===== config.mk =====
export PLATFORM = sky130hd
export DESIGN_NAME = i2cb_master
export DESIGN_NICKNAME = d
export VERILOG_FILES = /design/src/rtl/i2cb_pkg.sv /design/src/rtl/i2cb_cfg.sv /design/src/rtl/i2cb_slot_timer.sv /design/src/rtl/i2cb_engine.sv /design/src/rtl/i2cb_master.sv
export SDC_FILE = /design/constraint.sdc
export NUM_CORES = 1
export LEC_CHECK = 0
export BUFFER_PORTS_ARGS = -buffer_cell sky130_fd_sc_hd__buf_2
export CORE_MARGIN = 2
export CORE_UTILIZATION = 55
export CTS_BUF_LIST = sky130_fd_sc_hd__clkbuf_4
export DETAILED_ROUTE_END_ITERATION = 10
export PLACE_DENSITY = 0.84
export SYNTH_ARGS = -nofsm -noshare
export SYNTH_HDL_FRONTEND = slang
export SYNTH_HIERARCHICAL = 1
export SYNTH_SLANG_ARGS = --single-unit

===== constraint.sdc =====
create_clock -name clk -period 7.35 [get_ports clk]
set_input_delay 1.1025 -clock clk [delete_from_list [all_inputs] [get_ports clk]]
set_output_delay 1.1025 -clock clk [all_outputs]
set_load 0.01 [all_outputs]

===== src/rtl/i2cb_pkg.sv =====
package i2cb_pkg;
    localparam int unsigned BYTE_W = 8;
    localparam int unsigned CMD_W  = BYTE_W + 3;
    localparam int unsigned RX_W   = BYTE_W + 5;
    localparam int unsigned BIT_IW = $clog2(BYTE_W + 1);

    typedef enum logic [1:0] {
        PH_IDLE,
        PH_START,
        PH_BIT,
        PH_STOP
    } phase_e;

    typedef struct packed {
        logic              start;
        logic              stop;
        logic              nack;
        logic [BYTE_W-1:0] dat;
    } cmd_t;

    typedef struct packed {
        logic              own;
        logic              nack_seen;
        logic              rsv1;
        logic              arb_lost;
        logic              rsv0;
        logic [BYTE_W-1:0] dat;
    } rx_t;

    function automatic cmd_t unpack_cmd(input logic [CMD_W-1:0] w);
        return cmd_t'(w);
    endfunction

    function automatic logic ctl_runs(input logic [1:0] c);
        return c == 2'b11;
    endfunction
endpackage


===== src/rtl/i2cb_cfg.sv =====
module i2cb_cfg
    import i2cb_pkg::*;
#(
    parameter int unsigned CNT_W   = 16,
    parameter int unsigned DEF_HI  = 125,
    parameter int unsigned DEF_PER = 250
) (
    input  logic               clk,
    input  logic               rst,
    input  logic               div_we,
    input  logic [2*CNT_W-1:0] div_word,
    input  logic               ctl_we,
    input  logic [1:0]         ctl_word,
    output logic [CNT_W-1:0]   hi_cnt,
    output logic [CNT_W-1:0]   per_cnt,
    output logic               run
);
    logic [1:0] ctl_q;

    always_ff @(posedge clk) begin
        if (rst) begin
            hi_cnt  <= CNT_W'(DEF_HI);
            per_cnt <= CNT_W'(DEF_PER);
            ctl_q   <= 2'b00;
        end else begin
            if (div_we) begin
                hi_cnt  <= div_word[2*CNT_W-1:CNT_W];
                per_cnt <= div_word[CNT_W-1:0];
            end
            if (ctl_we) ctl_q <= ctl_word;
        end
    end

    assign run = ctl_runs(ctl_q);
endmodule


===== src/rtl/i2cb_slot_timer.sv =====
module i2cb_slot_timer #(
    parameter int unsigned CNT_W = 16
) (
    input  logic             clk,
    input  logic             rst,
    input  logic             active,
    input  logic [CNT_W-1:0] hi_cnt,
    input  logic [CNT_W-1:0] per_cnt,
    output logic             slot_end,
    output logic             smp,
    output logic             scl_high,
    output logic             start_low,
    output logic             stop_rel
);
    logic [CNT_W-1:0] cnt;
    logic [CNT_W-1:0] low_cnt;
    logic [CNT_W-1:0] smp_pt;

    assign low_cnt = per_cnt - hi_cnt;
    assign smp_pt  = low_cnt + (hi_cnt >> 1);

    always_ff @(posedge clk) begin
        if (rst || !active)                   cnt <= '0;
        else if (cnt == per_cnt - CNT_W'(1))  cnt <= '0;
        else                                  cnt <= cnt + CNT_W'(1);
    end

    assign slot_end  = active && (cnt == per_cnt - CNT_W'(1));
    assign smp       = active && (cnt == smp_pt);
    assign scl_high  = cnt >= low_cnt;
    assign start_low = cnt >= hi_cnt;
    assign stop_rel  = cnt >= smp_pt;


    cnt_in_slot_chk: assert property (@(posedge clk) disable iff (rst)
        active |-> (cnt < per_cnt));
endmodule


===== src/rtl/i2cb_engine.sv =====
module i2cb_engine
    import i2cb_pkg::*;
(
    input  logic            clk,
    input  logic            rst,
    input  logic            cmd_we,
    input  logic [CMD_W-1:0] cmd_word,
    input  logic            sda_in,
    input  logic            slot_end,
    input  logic            smp,
    input  logic            scl_high,
    input  logic            start_low,
    input  logic            stop_rel,
    output logic            active,
    output logic            scl_drv,
    output logic            sda_drv,
    output logic [RX_W-1:0] rx_word,
    output logic            done
);
    phase_e            phase;
    cmd_t              cmd;
    logic [BIT_IW-1:0] bitn;
    logic [BYTE_W-1:0] txd, rxd, data_q;
    logic              nack_q, rx_mode, rd_mode, own, ack_q, lrb_q, lab_q, done_q;
    logic              ack_slot, lost;
    rx_t               rx_s;

    assign cmd      = unpack_cmd(cmd_word);
    assign ack_slot = bitn == BIT_IW'(BYTE_W);
    assign lost     = (phase == PH_BIT) && !ack_slot && !rx_mode && txd[BYTE_W-1]
                      && smp && !sda_in;
    assign active   = phase != PH_IDLE;

    always_ff @(posedge clk) begin
        if (rst) begin
            phase   <= PH_IDLE;
            bitn    <= '0;
            txd     <= '0;
            rxd     <= '0;
            data_q  <= '0;
            nack_q  <= 1'b0;
            rx_mode <= 1'b0;
            rd_mode <= 1'b0;
            own     <= 1'b0;
            ack_q   <= 1'b0;
            lrb_q   <= 1'b0;
            lab_q   <= 1'b0;
            done_q  <= 1'b0;
        end else begin
            done_q <= 1'b0;
            unique case (phase)
                PH_IDLE: if (cmd_we) begin
                    txd    <= cmd.dat;
                    nack_q <= cmd.nack;
                    bitn   <= '0;
                    rxd    <= '0;
                    if (cmd.stop) begin
                        phase <= PH_STOP;
                    end else begin
                        rx_mode <= rd_mode && !cmd.start;
                        if (cmd.start) begin
                            rd_mode <= cmd.dat[0];
                            own     <= 1'b1;
                            phase   <= PH_START;
                        end else begin
                            phase <= PH_BIT;
                        end
                    end
                end
                PH_START: if (slot_end) phase <= PH_BIT;
                PH_BIT: begin
                    if (lost) begin
                        phase   <= PH_IDLE;
                        own     <= 1'b0;
                        rd_mode <= 1'b0;
                        done_q  <= 1'b1;
                        lab_q   <= 1'b1;
                        lrb_q   <= 1'b1;
                        data_q  <= {rxd[BYTE_W-2:0], sda_in};
                    end else begin
                        if (smp && !ack_slot) rxd   <= {rxd[BYTE_W-2:0], sda_in};
                        if (smp && ack_slot)  ack_q <= sda_in;
                        if (slot_end) begin
                            if (ack_slot) begin
                                phase  <= PH_IDLE;
                                done_q <= 1'b1;
                                data_q <= rxd;
                                lrb_q  <= ack_q;
                                lab_q  <= 1'b0;
                            end else begin
                                bitn <= bitn + BIT_IW'(1);
                                txd  <= {txd[BYTE_W-2:0], 1'b0};
                            end
                        end
                    end
                end
                PH_STOP: if (slot_end) begin
                    phase   <= PH_IDLE;
                    own     <= 1'b0;
                    rd_mode <= 1'b0;
                    done_q  <= 1'b1;
                end
                default: phase <= PH_IDLE;
            endcase
        end
    end

    always_comb begin
        scl_drv = 1'b0;
        sda_drv = 1'b0;
        unique case (phase)
            PH_IDLE:  scl_drv = own;
            PH_START: sda_drv = start_low;
            PH_BIT: begin
                scl_drv = !scl_high;
                sda_drv = ack_slot ? !nack_q : (!rx_mode && !txd[BYTE_W-1]);
            end
            PH_STOP: begin
                scl_drv = !scl_high;
                sda_drv = !stop_rel;
            end
            default: ;
        endcase
    end

    assign rx_s    = '{own: own, nack_seen: lrb_q, rsv1: 1'b0, arb_lost: lab_q,
                       rsv0: 1'b0, dat: data_q};
    assign rx_word = rx_s;
    assign done    = done_q;


    done_pulse_chk: assert property (@(posedge clk) disable iff (rst)
        done_q |=> !done_q);

    rx_data_stable_chk: assert property (@(posedge clk) disable iff (rst)
        (!$stable(data_q) || !$stable(lab_q) || !$stable(lrb_q)) |-> done_q);

    arb_release_chk: assert property (@(posedge clk) disable iff (rst)
        $rose(lab_q) |-> (!scl_drv && !sda_drv));

    own_hold_chk: assert property (@(posedge clk) disable iff (rst)
        (done_q && own) |-> (scl_drv && !sda_drv));

    busy_ignore_chk: assert property (@(posedge clk) disable iff (rst)
        (phase != PH_IDLE && cmd_we) |=> ($stable(nack_q) && $stable(rx_mode)));
endmodule


===== src/rtl/i2cb_master.sv =====
module i2cb_master
    import i2cb_pkg::*;
#(
    parameter int unsigned CNT_W   = 16,
    parameter int unsigned DEF_HI  = 125,
    parameter int unsigned DEF_PER = 250
) (
    input  logic               clk,
    input  logic               rst,
    input  logic               cmd_we,
    input  logic [CMD_W-1:0]   cmd_word,
    input  logic               div_we,
    input  logic [2*CNT_W-1:0] div_word,
    input  logic               ctl_we,
    input  logic [1:0]         ctl_word,
    input  logic               sda_in,
    output logic               scl_oe,
    output logic               sda_oe,
    output logic [RX_W-1:0]    rx_word,
    output logic               done
);
    logic [CNT_W-1:0] hi_cnt, per_cnt;
    logic run, eng_rst, active;
    logic slot_end, smp, scl_high, start_low, stop_rel;
    logic scl_drv, sda_drv;

    assign eng_rst = rst || !run;

    i2cb_cfg #(.CNT_W(CNT_W), .DEF_HI(DEF_HI), .DEF_PER(DEF_PER)) u_cfg (
        .clk(clk), .rst(rst), .div_we(div_we), .div_word(div_word),
        .ctl_we(ctl_we), .ctl_word(ctl_word),
        .hi_cnt(hi_cnt), .per_cnt(per_cnt), .run(run)
    );

    i2cb_slot_timer #(.CNT_W(CNT_W)) u_timer (
        .clk(clk), .rst(eng_rst), .active(active),
        .hi_cnt(hi_cnt), .per_cnt(per_cnt),
        .slot_end(slot_end), .smp(smp), .scl_high(scl_high),
        .start_low(start_low), .stop_rel(stop_rel)
    );

    i2cb_engine u_eng (
        .clk(clk), .rst(eng_rst), .cmd_we(cmd_we), .cmd_word(cmd_word),
        .sda_in(sda_in), .slot_end(slot_end), .smp(smp), .scl_high(scl_high),
        .start_low(start_low), .stop_rel(stop_rel), .active(active),
        .scl_drv(scl_drv), .sda_drv(sda_drv), .rx_word(rx_word), .done(done)
    );

    assign scl_oe = scl_drv && run;
    assign sda_oe = sda_drv && run;


    halted_quiet_chk: assert property (@(posedge clk) disable iff (rst)
        !run |=> (!done && !active));
endmodule


**Yosys cells after proc, flatten, opt, wreduce, memory -nomap -nowiden**

Cells that the tools add are included.

- Output and inout port bits: 16
- Bits in registers: 88
- Input port bits: 51

- Reductions and logical operators: 41
- Order comparisons: 3
- Equality and inequality tests: 19
- $add $sub $neg: 5
- Muxes and demuxes: 50
- Bitwise operators: 2

Operators by type and width:

| kind | number |
|---|---|
| two-way mux 8 bit | 10 |
| greater-or-equal comparator 16 bit | 3 |
| equality test 16 bit | 2 |
| one-hot mux 8 bit (2 select lines) | 2 |
| two-way mux 1 bit | 19 |
| inequality test 2 bit, second input constant | 9 |
| adder 16 x 1 -> 16 bit, second input constant | 1 |
| adder 16 x 15 -> 16 bit | 1 |
| two-way mux 2 bit | 8 |
| two-way mux 4 bit | 4 |
| subtractor 16 x 1 -> 16 bit, second input constant | 1 |
| subtractor 16 bit | 1 |
| logical AND 1 bit | 13 |
| zero test 1 bit | 10 |
| AND reduction 5 bit | 2 |
| one-hot mux 1 bit (3 select lines) | 3 |
| AND reduction 3 bit | 3 |
| one-hot mux 2 bit (4 select lines) | 1 |
| one-hot mux 4 bit (2 select lines) | 1 |
| nonzero test 2 bit | 4 |
| equality test 2 bit, second input constant | 3 |
| AND reduction 6 bit | 1 |
| adder 4 x 1 -> 4 bit, second input constant | 1 |
| equality test 4 bit, second input constant | 1 |
| other kinds (12) | 16 |

**Logic depth before layout (Yosys ltp)**

- Word-level depth: 9
- Depth in mapped cells: 27

**Cells and area by module**

The synthesis kept the hierarchy.

By module, submodules not included:

| module | instances | cells each | area each (um^2) | sequential area each (um^2) |
|---|---|---|---|---|
| i2cb_slot_timer | 1 | 465 | 3657.3 | 320.3 |
| i2cb_engine | 1 | 194 | 1790.5 | 760.7 |
| i2cb_cfg | 1 | 111 | 1255.0 | 680.7 |
| i2cb_master | 1 | 3 | 18.8 | 0.0 |

**Worst setup path after synthesis**

Ideal clock, no wire load.

- Kind: flip-flop to output port
- Start: register u_cfg.per_cnt[0]
- End: output port sda_oe
- Data required time: 6.247 ns
- Path slack: 1.314 ns
- Arrival: 4.933 ns
- Stages on the path, launching flop included: 27
- Path through: dfxtp_1 -> inv_1 -> ha_1 -> fa_1 -> nor2b_1 -> o21a_1 -> o21ai_0 -> a211o_1 -> nand2_1 -> xnor2_1 -> ha_1 -> a21oi_1 -> or4b_2 -> a31oi_1 -> nor2_1 -> a21o_1 -> a21oi_1 -> xor2_1 -> ha_1 -> a21o_1 -> a21o_1 -> a21oi_1 -> o2111ai_1 -> nand2_1 -> o311ai_0 -> o21ai_0 -> and2_1

- Cells in the longest elaborated chain, start to end: 6

Ends and longest elaborated chain:

| element | line | source |
|---|---|---|
| from (decl) | i2cb_cfg.sv:15 | `output logic [CNT_W-1:0] per_cnt,` |
| from (signal assigned) | i2cb_cfg.sv:23 | `per_cnt <= CNT_W'(DEF_PER);` |
| from (signal assigned) | i2cb_cfg.sv:28 | `per_cnt <= div_word[CNT_W-1:0];` |
| subtractor 16 bit | i2cb_slot_timer.sv:19 | `assign low_cnt = per_cnt - hi_cnt;` |
| adder 16 x 15 -> 16 bit | i2cb_slot_timer.sv:20 | `assign smp_pt = low_cnt + (hi_cnt >> 1);` |
| greater-or-equal comparator 16 bit | i2cb_slot_timer.sv:32 | `assign stop_rel = cnt >= smp_pt;` |
| via stop_rel | i2cb_master.sv:24 | `logic slot_end, smp, scl_high, start_low, stop_rel;` |
| zero test 1 bit | i2cb_engine.sv:120 | `sda_drv = !stop_rel;` |
| one-hot mux 1 bit (3 select lines) | i2cb_engine.sv:111 | `unique case (phase)` |
| via sda_drv | i2cb_master.sv:25 | `logic scl_drv, sda_drv;` |
| logical AND 1 bit | i2cb_master.sv:50 | `assign sda_oe = sda_drv && run;` |
| to (decl) | i2cb_master.sv:18 | `output logic sda_oe,` |

The timed path passes the listed nets, and every way through them passes these cells.

**Final worst setup path**

Same ends and word-level chain as after synthesis.

==> qor.txt <==
fin util: 60.6%
P per Cell Area: 179 nW/um^2
M1 GR Usage: 33.4%
Nets: 960
initial DRC count: 280
Worst path max stage delay: 0.61 ns
DRC: 0
die span in x: 115 microns
initial antenna violation count: 1
worst slew pin tran: 0.986 ns
Final min period: 7.01 ns
layout cells sized above 1: 13.5%
CTS max path bufs: 2
crit-path leading delay family: compound AO/OA/AOI/OAI gates
largest net degree at the start of global routing: 45
post-synth top area share: 26.2%
later-pin clock latency in the skew report: 0.44 ns
wire per inst: 16.0 microns
overall power: 1.30 mW
Mapped Cells: 773
design area: 7240 sq um
Routed Antenna Nets: 0
synth cell count leaders: dfxtp_1 (88), ha_1 (82), nor2_1 (76)
dpl cell area: 7050 sq um
first-pass GRT wire length: 26000 microns
startpoint types: register
CP Class: register to primary output
H-tree depth: 3
register area: 1770 sq um
I/O pins: 67
GR peak layer: met2
die height: 115 microns
EDFF count, synth: 0
most frequent cell after synthesis: dfxtp_1
Pleak: 3.34 nW
Async S/R FF share, synth: 0%
status: complete, no violations
hold_ws: 0.481 ns
Core ar.: 12000 sq um
root buffer cell: clkbuf_4
cell taking the most area after synthesis: dfxtp_1
Finish-stage setup viols: 0
vias in the first global route: 5467
clock tree from TritonCTS: done
Hold Path Class: register to register
met3 Use GR: 3.34%
Sink Count: 88
multi-input combinational cell area: 4580 sq um
CP Capture Type: primary output
max cap viols: 0
TritonRoute pass-1 iters: 5
routed vias: 5814
final setup margin: 0.338 ns
WP buf/inv: 2
maximum VDD drop: 101 uV
total CTS buffers: 9
top cells by area, synth: dfxtp_1 (26%), ha_1 (15%), mux2i_1 (5.2%)
Distinct cells, synth: 69
dpl hpwl: 12000 microns
RD Place Congestion: 0.922
Total GRT Usage: 24.6%
Post-Route Skew: 0.0131 ns
final hold vios: 0
Critical Path AT: 5.91 ns
GR Overflow Total: 0
Max Fclk: 143 MHz
pre-CTS WS: 0.655 ns
Area Overhead vs Synth: 7.76%
Seq cells post-synth: 88
final count of pins violating max slew: 0
Syn. warnings: 6
clock transition at the registers of the reported paths: 0.14 ns
Seq/Total Area, Yosys: 26.2%
syn_area_per_cell: 8.70 sq um
die area: 13100 sq um
port buffer count: 64
Slew HR: 34.3%
met2 Resource Use GR: 40.3%
Vias/cell: 5.94
fill count: 1056
Tcrit/Tclk final: 95.4%
CP max stage cell: or4b_2
Syn Std Cell Area: 6720 sq um
final WL: 15700 microns
initial core utilization: 56.2%
Worst Path Required: 6.25 ns
critical path fanouts, max: 4
Rows: 40
Synth Flop Type: dfxtp_1
## worst paths after layout
path / start / end / slack [ns] / cells past startpoint
setup / recovery: u_cfg/per_cnt[0] / sda_oe / 0.34 / 27
hold / removal: u_eng/nack_q / u_eng/nack_q / 0.48 / 2
hold reg to reg: u_eng/nack_q / u_eng/nack_q / 0.48 / 2
setup reg to reg: u_cfg/per_cnt[0] / u_eng/data_q[7] / 1.33 / 24
## through the flow
step | setup TNS (ns) | std cells
6_report | 0 | 978
5_1_grt | -0.0220 | 978
4_1_cts | 0 | 976
3_5_place_dp | 0 | 960
3_3_place_gp | 0 | 960
2_1_floorplan | 0 | 774
## worst min-delay path, cell delays in order (launching register included)
cell	delay [ns]
dfxtp_1	0.34
nand2_1	0.05
a21oi_1	0.06
## state kept, by name, summed over array words and instances (netlist names), 4 cells and up
name,flops
u_eng/txd,8
u_timer/cnt,16
u_eng/data_q,8
u_cfg/per_cnt,16
u_eng/bitn,4
u_eng/rxd,8
u_cfg/hi_cnt,16
## cells by family after synthesis
kind of cell	synth area share, %
muxes	5.21
buffers and inverters	5.96
xor gates and xnor gates	8.08
DFF	26.2
and+or+nand+nor	18.2
other	0.0558
adders and majority gates	15.9
AOI/OAI and AO/OA	20.4
## cells in the final DEF, fill, tap and decap left out, drive strengths merged, types with 5 or more instances in the layout
| cell type | instances |
|---|---|
| a211o | 17 |
| a211oi | 12 |
| a21o | 29 |
| a21oi | 47 |
| a22o | 9 |
| a31oi | 7 |
| and2 | 8 |
| and2b | 7 |
| and3 | 5 |
| buf | 67 |
| clkbuf | 9 |
| dfxtp | 88 |
| ha | 82 |
| inv | 57 |
| mux2i | 35 |
| nand2 | 32 |
| nand2b | 10 |
| nand3 | 23 |
| nand4 | 17 |
| nor2 | 76 |
| nor2b | 13 |
| nor3 | 11 |
| o211ai | 5 |
| o21a | 9 |
| o21ai | 25 |
| o221a | 8 |
| xnor2 | 32 |
| xor2 | 30 |
## layer usage
metal	share of wire, %	vias up	wire length [microns]
met5	0	-	0
met4	2.5	0	388
met3	5.0	29	788
met2	46	170	7250
met1	46	2721	7250
li1	-	2894	-
## cell type report
class | count | share of cell area (%)
diodes | 1 | 0.0345
clock buffers | 9 | 0.933
clock inverters | 7 | 1.30
inverters | 56 | 2.90
multi-input cells | 603 | 63.2
flip-flops and latches | 88 | 24.4
well taps | 147 | 2.54
repair buffers | 67 | 4.73
## power by group
part,internal [mW],switching [mW]
clock network,0.138,0.177
registers,0.489,0.0184
logic,0.213,0.264
total,0.840,0.459
## what timing repair did
| item | 4_1_cts | 5_1_grt |
|---|---|---|
| setup buffers | 0 | 1 |
| resized for setup | 0 | 8 |
| endpoints found under the setup margin | 0 | 1 |
| hold buffers | 0 | 0 |
Power figures use the tool's default switching activity.
